--- config.mk ---
export PLATFORM = sky130hd
export DESIGN_NAME = uart_host_regs
export DESIGN_NICKNAME = d
export VERILOG_FILES = /design/src/rtl/uart_host_regs.sv
export SDC_FILE = /design/constraint.sdc
export NUM_CORES = 1
export LEC_CHECK = 0
export BUFFER_PORTS_ARGS = -buffer_cell sky130_fd_sc_hd__clkbuf_2
export CAP_MARGIN = 15
export CORE_ASPECT_RATIO = 0.75
export CORE_MARGIN = 2
export CORE_UTILIZATION = 41
export CTS_CLUSTER_SIZE = 40
export DETAILED_ROUTE_END_ITERATION = 12
export GPL_TIMING_DRIVEN = 0
export PLACE_DENSITY_LB_ADDON = 0.08
export SLEW_MARGIN = 20
export SYNTH_ARGS = -nofsm -noshare
export SYNTH_HDL_FRONTEND = slang
export SYNTH_SLANG_ARGS = --single-unit
--- constraint.sdc ---
create_clock -name clk -period 4.56 [get_ports clk]
set_clock_uncertainty 0.15 [all_clocks]
set_input_delay 0 -clock clk [delete_from_list [all_inputs] [get_ports clk]]
set_output_delay 0 -clock clk [all_outputs]
set_load 0.005 [all_outputs]
--- src/rtl/uart_host_regs.sv ---
module uart_host_regs #(
  parameter int SYNC_STAGES = 2
) (
  input  logic       clk,
  input  logic       rst_n,
  input  logic       bus_phase,
  input  logic       cs_hi,
  input  logic       cs_lo_n,
  input  logic [1:0] rs,
  input  logic       rd_wr_n,
  input  logic [7:0] wdata,
  output logic [7:0] rdata,
  output logic [7:0] tx_data,
  output logic       tx_load,
  input  logic       tx_taken,
  input  logic [7:0] rx_data,
  input  logic       rx_load,
  input  logic       rx_parity_err,
  input  logic       rx_frame_err,
  input  logic       dcd_n,
  input  logic       dsr_n,
  output logic [7:0] cmd_q,
  output logic [7:0] ctrl_q,
  output logic       rts_n,
  output logic       dtr_n,
  output logic       irq_n
);

  localparam logic [1:0] A_DATA = 2'b00;
  localparam logic [1:0] A_STAT = 2'b01;
  localparam logic [1:0] A_CMD  = 2'b10;
  localparam logic [1:0] A_CTRL = 2'b11;

  logic phase_d;
  logic sel, acc;
  logic rd_data, wr_data, rd_stat, wr_stat, wr_cmd, wr_ctrl;

  logic [SYNC_STAGES:0] dcd_s, dsr_s;
  logic dcd_lvl, dsr_lvl, mdm_edge;

  logic [7:0] rxd;
  logic rx_full, pe, fe, ovr, tx_empty, mchg, irq_q;
  logic ovr_set, pending;
  logic [7:0] status;

  assign sel = cs_hi & ~cs_lo_n;
  assign acc = sel & bus_phase & ~phase_d;

  assign rd_data = acc &  rd_wr_n & (rs == A_DATA);
  assign wr_data = acc & ~rd_wr_n & (rs == A_DATA);
  assign rd_stat = acc &  rd_wr_n & (rs == A_STAT);
  assign wr_stat = acc & ~rd_wr_n & (rs == A_STAT);
  assign wr_cmd  = acc & ~rd_wr_n & (rs == A_CMD);
  assign wr_ctrl = acc & ~rd_wr_n & (rs == A_CTRL);

  always_ff @(posedge clk or negedge rst_n)
    if (!rst_n) phase_d <= 1'b0;
    else        phase_d <= bus_phase;

  always_ff @(posedge clk or negedge rst_n)
    if (!rst_n) begin
      dcd_s <= '1;
      dsr_s <= '1;
    end else begin
      dcd_s <= {dcd_s[SYNC_STAGES-1:0], dcd_n};
      dsr_s <= {dsr_s[SYNC_STAGES-1:0], dsr_n};
    end

  assign dcd_lvl  = dcd_s[SYNC_STAGES-1];
  assign dsr_lvl  = dsr_s[SYNC_STAGES-1];
  assign mdm_edge = (dcd_lvl ^ dcd_s[SYNC_STAGES]) | (dsr_lvl ^ dsr_s[SYNC_STAGES]);

  always_ff @(posedge clk or negedge rst_n)
    if (!rst_n) begin
      cmd_q  <= '0;
      ctrl_q <= '0;
    end else begin
      if (wr_cmd)       cmd_q       <= wdata;
      else if (wr_stat) cmd_q[4:0]  <= '0;
      if (wr_ctrl)      ctrl_q      <= wdata;
    end

  always_ff @(posedge clk or negedge rst_n)
    if (!rst_n) begin
      tx_data  <= '0;
      tx_load  <= 1'b0;
      tx_empty <= 1'b1;
    end else begin
      tx_load <= wr_data;
      if (wr_data) begin
        tx_data  <= wdata;
        tx_empty <= 1'b0;
      end else if (tx_taken) begin
        tx_empty <= 1'b1;
      end
    end

  assign ovr_set = rx_load & rx_full & ~rd_data;

  always_ff @(posedge clk or negedge rst_n)
    if (!rst_n) begin
      rxd     <= '0;
      rx_full <= 1'b0;
      pe      <= 1'b0;
      fe      <= 1'b0;
    end else if (rx_load && !ovr_set) begin
      rxd     <= rx_data;
      rx_full <= 1'b1;
      pe      <= rx_parity_err;
      fe      <= rx_frame_err;
    end else if (rd_data) begin
      rx_full <= 1'b0;
      pe      <= 1'b0;
      fe      <= 1'b0;
    end

  always_ff @(posedge clk or negedge rst_n)
    if (!rst_n) begin
      ovr   <= 1'b0;
      mchg  <= 1'b0;
      irq_q <= 1'b0;
    end else begin
      ovr   <= (ovr & ~rd_data & ~wr_stat) | ovr_set;
      mchg  <= (mchg & ~rd_stat) | mdm_edge;
      irq_q <= pending;
    end

  assign pending = (rx_full & cmd_q[1]) | (tx_empty & cmd_q[2]) | (mchg & cmd_q[5]);

  assign status = {irq_q, dsr_lvl, dcd_lvl, tx_empty, rx_full, ovr, fe, pe};

  always_comb
    case (rs)
      A_DATA:  rdata = rxd;
      A_STAT:  rdata = status;
      A_CMD:   rdata = cmd_q;
      default: rdata = ctrl_q;
    endcase

  assign rts_n = ~cmd_q[3];
  assign dtr_n = ~cmd_q[0];
  assign irq_n = ~irq_q;

endmodule

After elaboration in Yosys (flattened, before gate mapping):

Index checks and enable logic that the tools add are counted.

* register bits: 47
* input port bits: 30
* logic and storage cells: 69

* equal/unequal tests: 3
* muxes and demuxes: 9
* bitwise logic cells: 35
* reduce and logical (&&, ||, !) cells: 6

Operators by type and width (number)
* case mux 8 bit (3 select lines): 1
* bitwise AND 1 bit: 19
* 2-to-1 mux 5 bit: 2
* NOT 1 bit: 9
* 2-to-1 mux 1 bit: 6
* nonzero test 2 bit: 3
* bitwise OR 1 bit: 5
* == test 2 bit (second input constant): 2
* == test 2 x 1 -> 1 bit (second input constant): 1
* zero test 2 bit: 1
* bitwise XOR 1 bit: 2
* logical AND 1 bit: 1
* zero test 1 bit: 1

Depth between registers and ports, before layout:

* depth in word-level cells: 11
* depth in mapped cells: 5
* gate-level depth less buffers: 3

Worst setup path before layout:

No wires, ideal clock.

* kind: reg-to-reg
* start: register phase_d
* end: register rxd[0]
* setup time: 0.125 ns
* arrival time: 1.592 ns
* slack: 2.693 ns
* cell stages (with the launch flop): 5
* clock period less this slack: 1.867 ns
* cell sequence: dfrtp_1 > nand4bb_1 > buf_6 > o41ai_4 > mux2_2

* word-level cells in the longest chain between the ends: 8

Ends and longest elaborated chain
* from (decl): line 34 `logic phase_d;`
* from (signal assigned): line 58 `else phase_d <= bus_phase;`
* NOT 1 bit: line 47 `assign acc = sel & bus_phase & ~phase_d;`
* bitwise AND 1 bit: line 47
* bitwise AND 1 bit (2 in a row): line 49 `assign rd_data = acc & rd_wr_n & (rs == A_DATA);`
* NOT 1 bit: line 98 `assign ovr_set = rx_load & rx_full & ~rd_data;`
* bitwise AND 1 bit: line 98
* zero test 1 bit: line 106 `end else if (rx_load && !ovr_set) begin`
* logical AND 1 bit: line 106
* to (signal assigned): line 107 `rxd <= rx_data;`
* to (decl): line 41 `logic [7:0] rxd;`

No other way between the ends.
A chain may end at the register's enable or synchronous reset.

Worst setup path after layout:

* start: register phase_d
* end: register tx_load

* word-level cells in the longest chain between the ends: 4

Ends and longest elaborated chain
* NOT 1 bit: line 47
* bitwise AND 1 bit: line 47
* bitwise AND 1 bit (2 in a row): line 50 `assign wr_data = acc & ~rd_wr_n & (rs == A_DATA);`
* named net wr_data: line 36 `logic rd_data, wr_data, rd_stat, wr_stat, wr_cmd, wr_ctrl;`
* to (signal assigned): line 89 `tx_load <= wr_data;`
* to (decl): line 14 `output logic tx_load,`

The timed path passes the listed nets, and every way through them passes these cells.

==> out/qor.yml <==
status: "finished, violations left"
violations: "DRC"
endpoint_kind: "register"
clkTransAtPathRegs_ns: 0.09
postRouteAntennaNets: 0
p_per_area_nw_per_um2: 324
maxSlewHeadroom: 0.438
grtUsageMet3: 0.0490
worstHoldStart: "rs[0]"
timing.fmax_mhz: 445
cp_max_fo: 10
slowest_delay_ns: 0.71
grt_pass1_wl_mm: 7.52
grt_antenna_before_repair: 0
clock_latency_ns: 0.30
r2r-end: "tx_load"
worst_pin_slew_ns: 0.839
wl_per_cell_um: 15.7
die_y_um: 65.3
yosysWarnings: 0
wirelength_mm: 4.63
clockBufferDepth: 2
synth_edf_count: 0
reg2regPathDepth: 4
cap_viol_max_count: 0
grt_pass1_vias: 1501
avgSynthCellArea_um2: 14.9
syn_nets: 168
grt_max_degree: 48
hold_path_end: "tx_data[3]"
r2r_setup_slack_ns: 2.31
first_pass_iters: 8
h-tree-depth: 2
critPathSlowestCell: "dlygate4sd3_1"
cp_data_arrival_time_ns: 2.32
fin_ws_ns: 2.31
busiest_layer: "met2"
fill_cells: 414
final_common_cell: "clkbuf_2"
final.period_utilization: 0.493
gr-usage-all-layers: 0.179
port_buffers: 62
diodes: 0
vias: 1494
synth-main-ff-cell: "dfrtp_1"
yosysSeqAreaShare: 0.576
period_needed_ns: 2.25
grtUsageMet2: 0.271
io_pins: 66
syn_area_um2: 2060
drc: 3
cts_tree: "done"
final_cell_mix: "clkbuf_2 (62), dfrtp_1 (40), mux2_2 (27), dlygate4sd3_1 (27), nand2_1 (12)"
globalRouteOverflowTotal: 0
crit_required_ns: 4.63
totalPowerFinal_mw: 0.908
p_leak_nw: 1.32
postCtsSetupBuffers: 0
clkSinkCount: 47
post_cts_resized: 0
use_met1: 0.255
place_ws_ns: 2.39
crit_path_cell_trace: "nand4bb_1 > buf_6 > nor4_4 > dlygate4sd3_1"
finish.utilization: 0.574
ys_types: 31
cts_hold_buf: 27
routabilityCongestion: 0.761
root_buffer: "clkbuf_8"
drive_gt1_frac: 0.506
slew_violations: 0
synthArstFlopShare: 1.00
syn_inst: 138
fin_tns_setup_ns: 0
die_w_um: 85.8
setup_viol: 0
rr_startpoint: "phase_d"
path_class: "reg2reg"
dp.final_hpwl_mm: 3.19
first_iter_violations: 78
coreArea_um2: 4870
vdd_drop_max_v: 0.000143
hold_path.class: "in2reg"
rsz0062_at_grt: "no"
die-area_um2: 5600
whs_path_depth: 3
fin_nets: 264
synth_seq_cells: 47
vias_per_cell: 5.06
area_growth_pct: 36.1
start_util: 0.422
worstSetupStartpointType: "register"
cts_buffers: 5
rows: 22
timing.hold.ws_ns: 0.119
hold_violations: 0
-- worst max path at each step --
stage	start	endpoint
after CTS	phase_d	tx_load
final	phase_d	tx_load
after detailed placement	phase_d	rxd[5]
after global routing	phase_d	tx_empty
after global placement	phase_d	rxd[7]
after floorplan	phase_d	rxd[0]
-- area by class of cell --
type / instances / area [um2] / share of cell area
flip-flops and latches: 47 / 1180 / 0.424
multi-input cells: 78 / 810 / 0.289
repair buffers: 89 / 583 / 0.208
clock buffers: 7 / 76.3 / 0.0273
well taps: 60 / 75.1 / 0.0268
plain buffers: 6 / 35.0 / 0.0125
inverters: 7 / 26.3 / 0.00939
clock inverters: 1 / 7.51 / 0.00268
-- registers in the layout (all words and copies together) (netlist names) --
signal and count:
cmd_q 8, ctrl_q 8, dcd_s 3, dsr_s 3
fe 1, irq_q 1, mchg 1, ovr 1
pe 1, phase_d 1, rx_full 1, rxd 8
tx_data 8, tx_empty 1, tx_load 1
-- metal layers --
layer / wire [um] / share of wire
met4: 53 / 0.011
met2: 2100 / 0.45
met5: 0 / 0
met3: 207 / 0.045
met1: 2260 / 0.49
-- cell usage after synthesis (2+ instances only) --
master / count / area, um2
dfrtp_1: 40 / 1000
mux2_2: 27 / 304
nand2_1: 12 / 45.0
mux4_2: 8 / 180
dfstp_2: 7 / 184
inv_1: 7 / 26.3
o221ai_1: 5 / 43.8
buf_2: 3 / 15.0
nand2b_1: 3 / 18.8
nor2_1: 3 / 11.3
a32o_1: 2 / 20.0
xor2_1: 2 / 17.5
-- power breakdown --
part / switching [mW] / internal (mW) / total [mW]
clock network: 0.132 / 0.109 / 0.240
logic: 0.0636 / 0.105 / 0.169
registers: 0.0309 / 0.468 / 0.498
-- per-stage QoR --
stage / area (um2) / std cells
2_1_floorplan: 2060 / 138
3_3_place_gp: 2440 / 260
3_5_place_dp: 2440 / 260
4_1_cts: 2800 / 295
5_1_grt: 2800 / 295
6_report: 2800 / 295
-- cell families (layout without fill, tap and decap cells) --
group                  after synthesis  after routing  share of synthesized area
XOR/XNOR                             2              2                    0.00852
AND/OR/NAND/NOR                     29             29                     0.0876
buffers and inverters               13            110                     0.0298
AO/OA/AOI/OAI                       12             12                     0.0621
flip-flops                          47             47                      0.576
multiplexers                        35             35                      0.236
-- critical path, delay by kind of cell (launching register included) --
family	cells	cell delay, ns
buf+inv	2	0.88
simple gates	2	0.78
flops	1	0.37
Power figures use the tool's default switching activity.
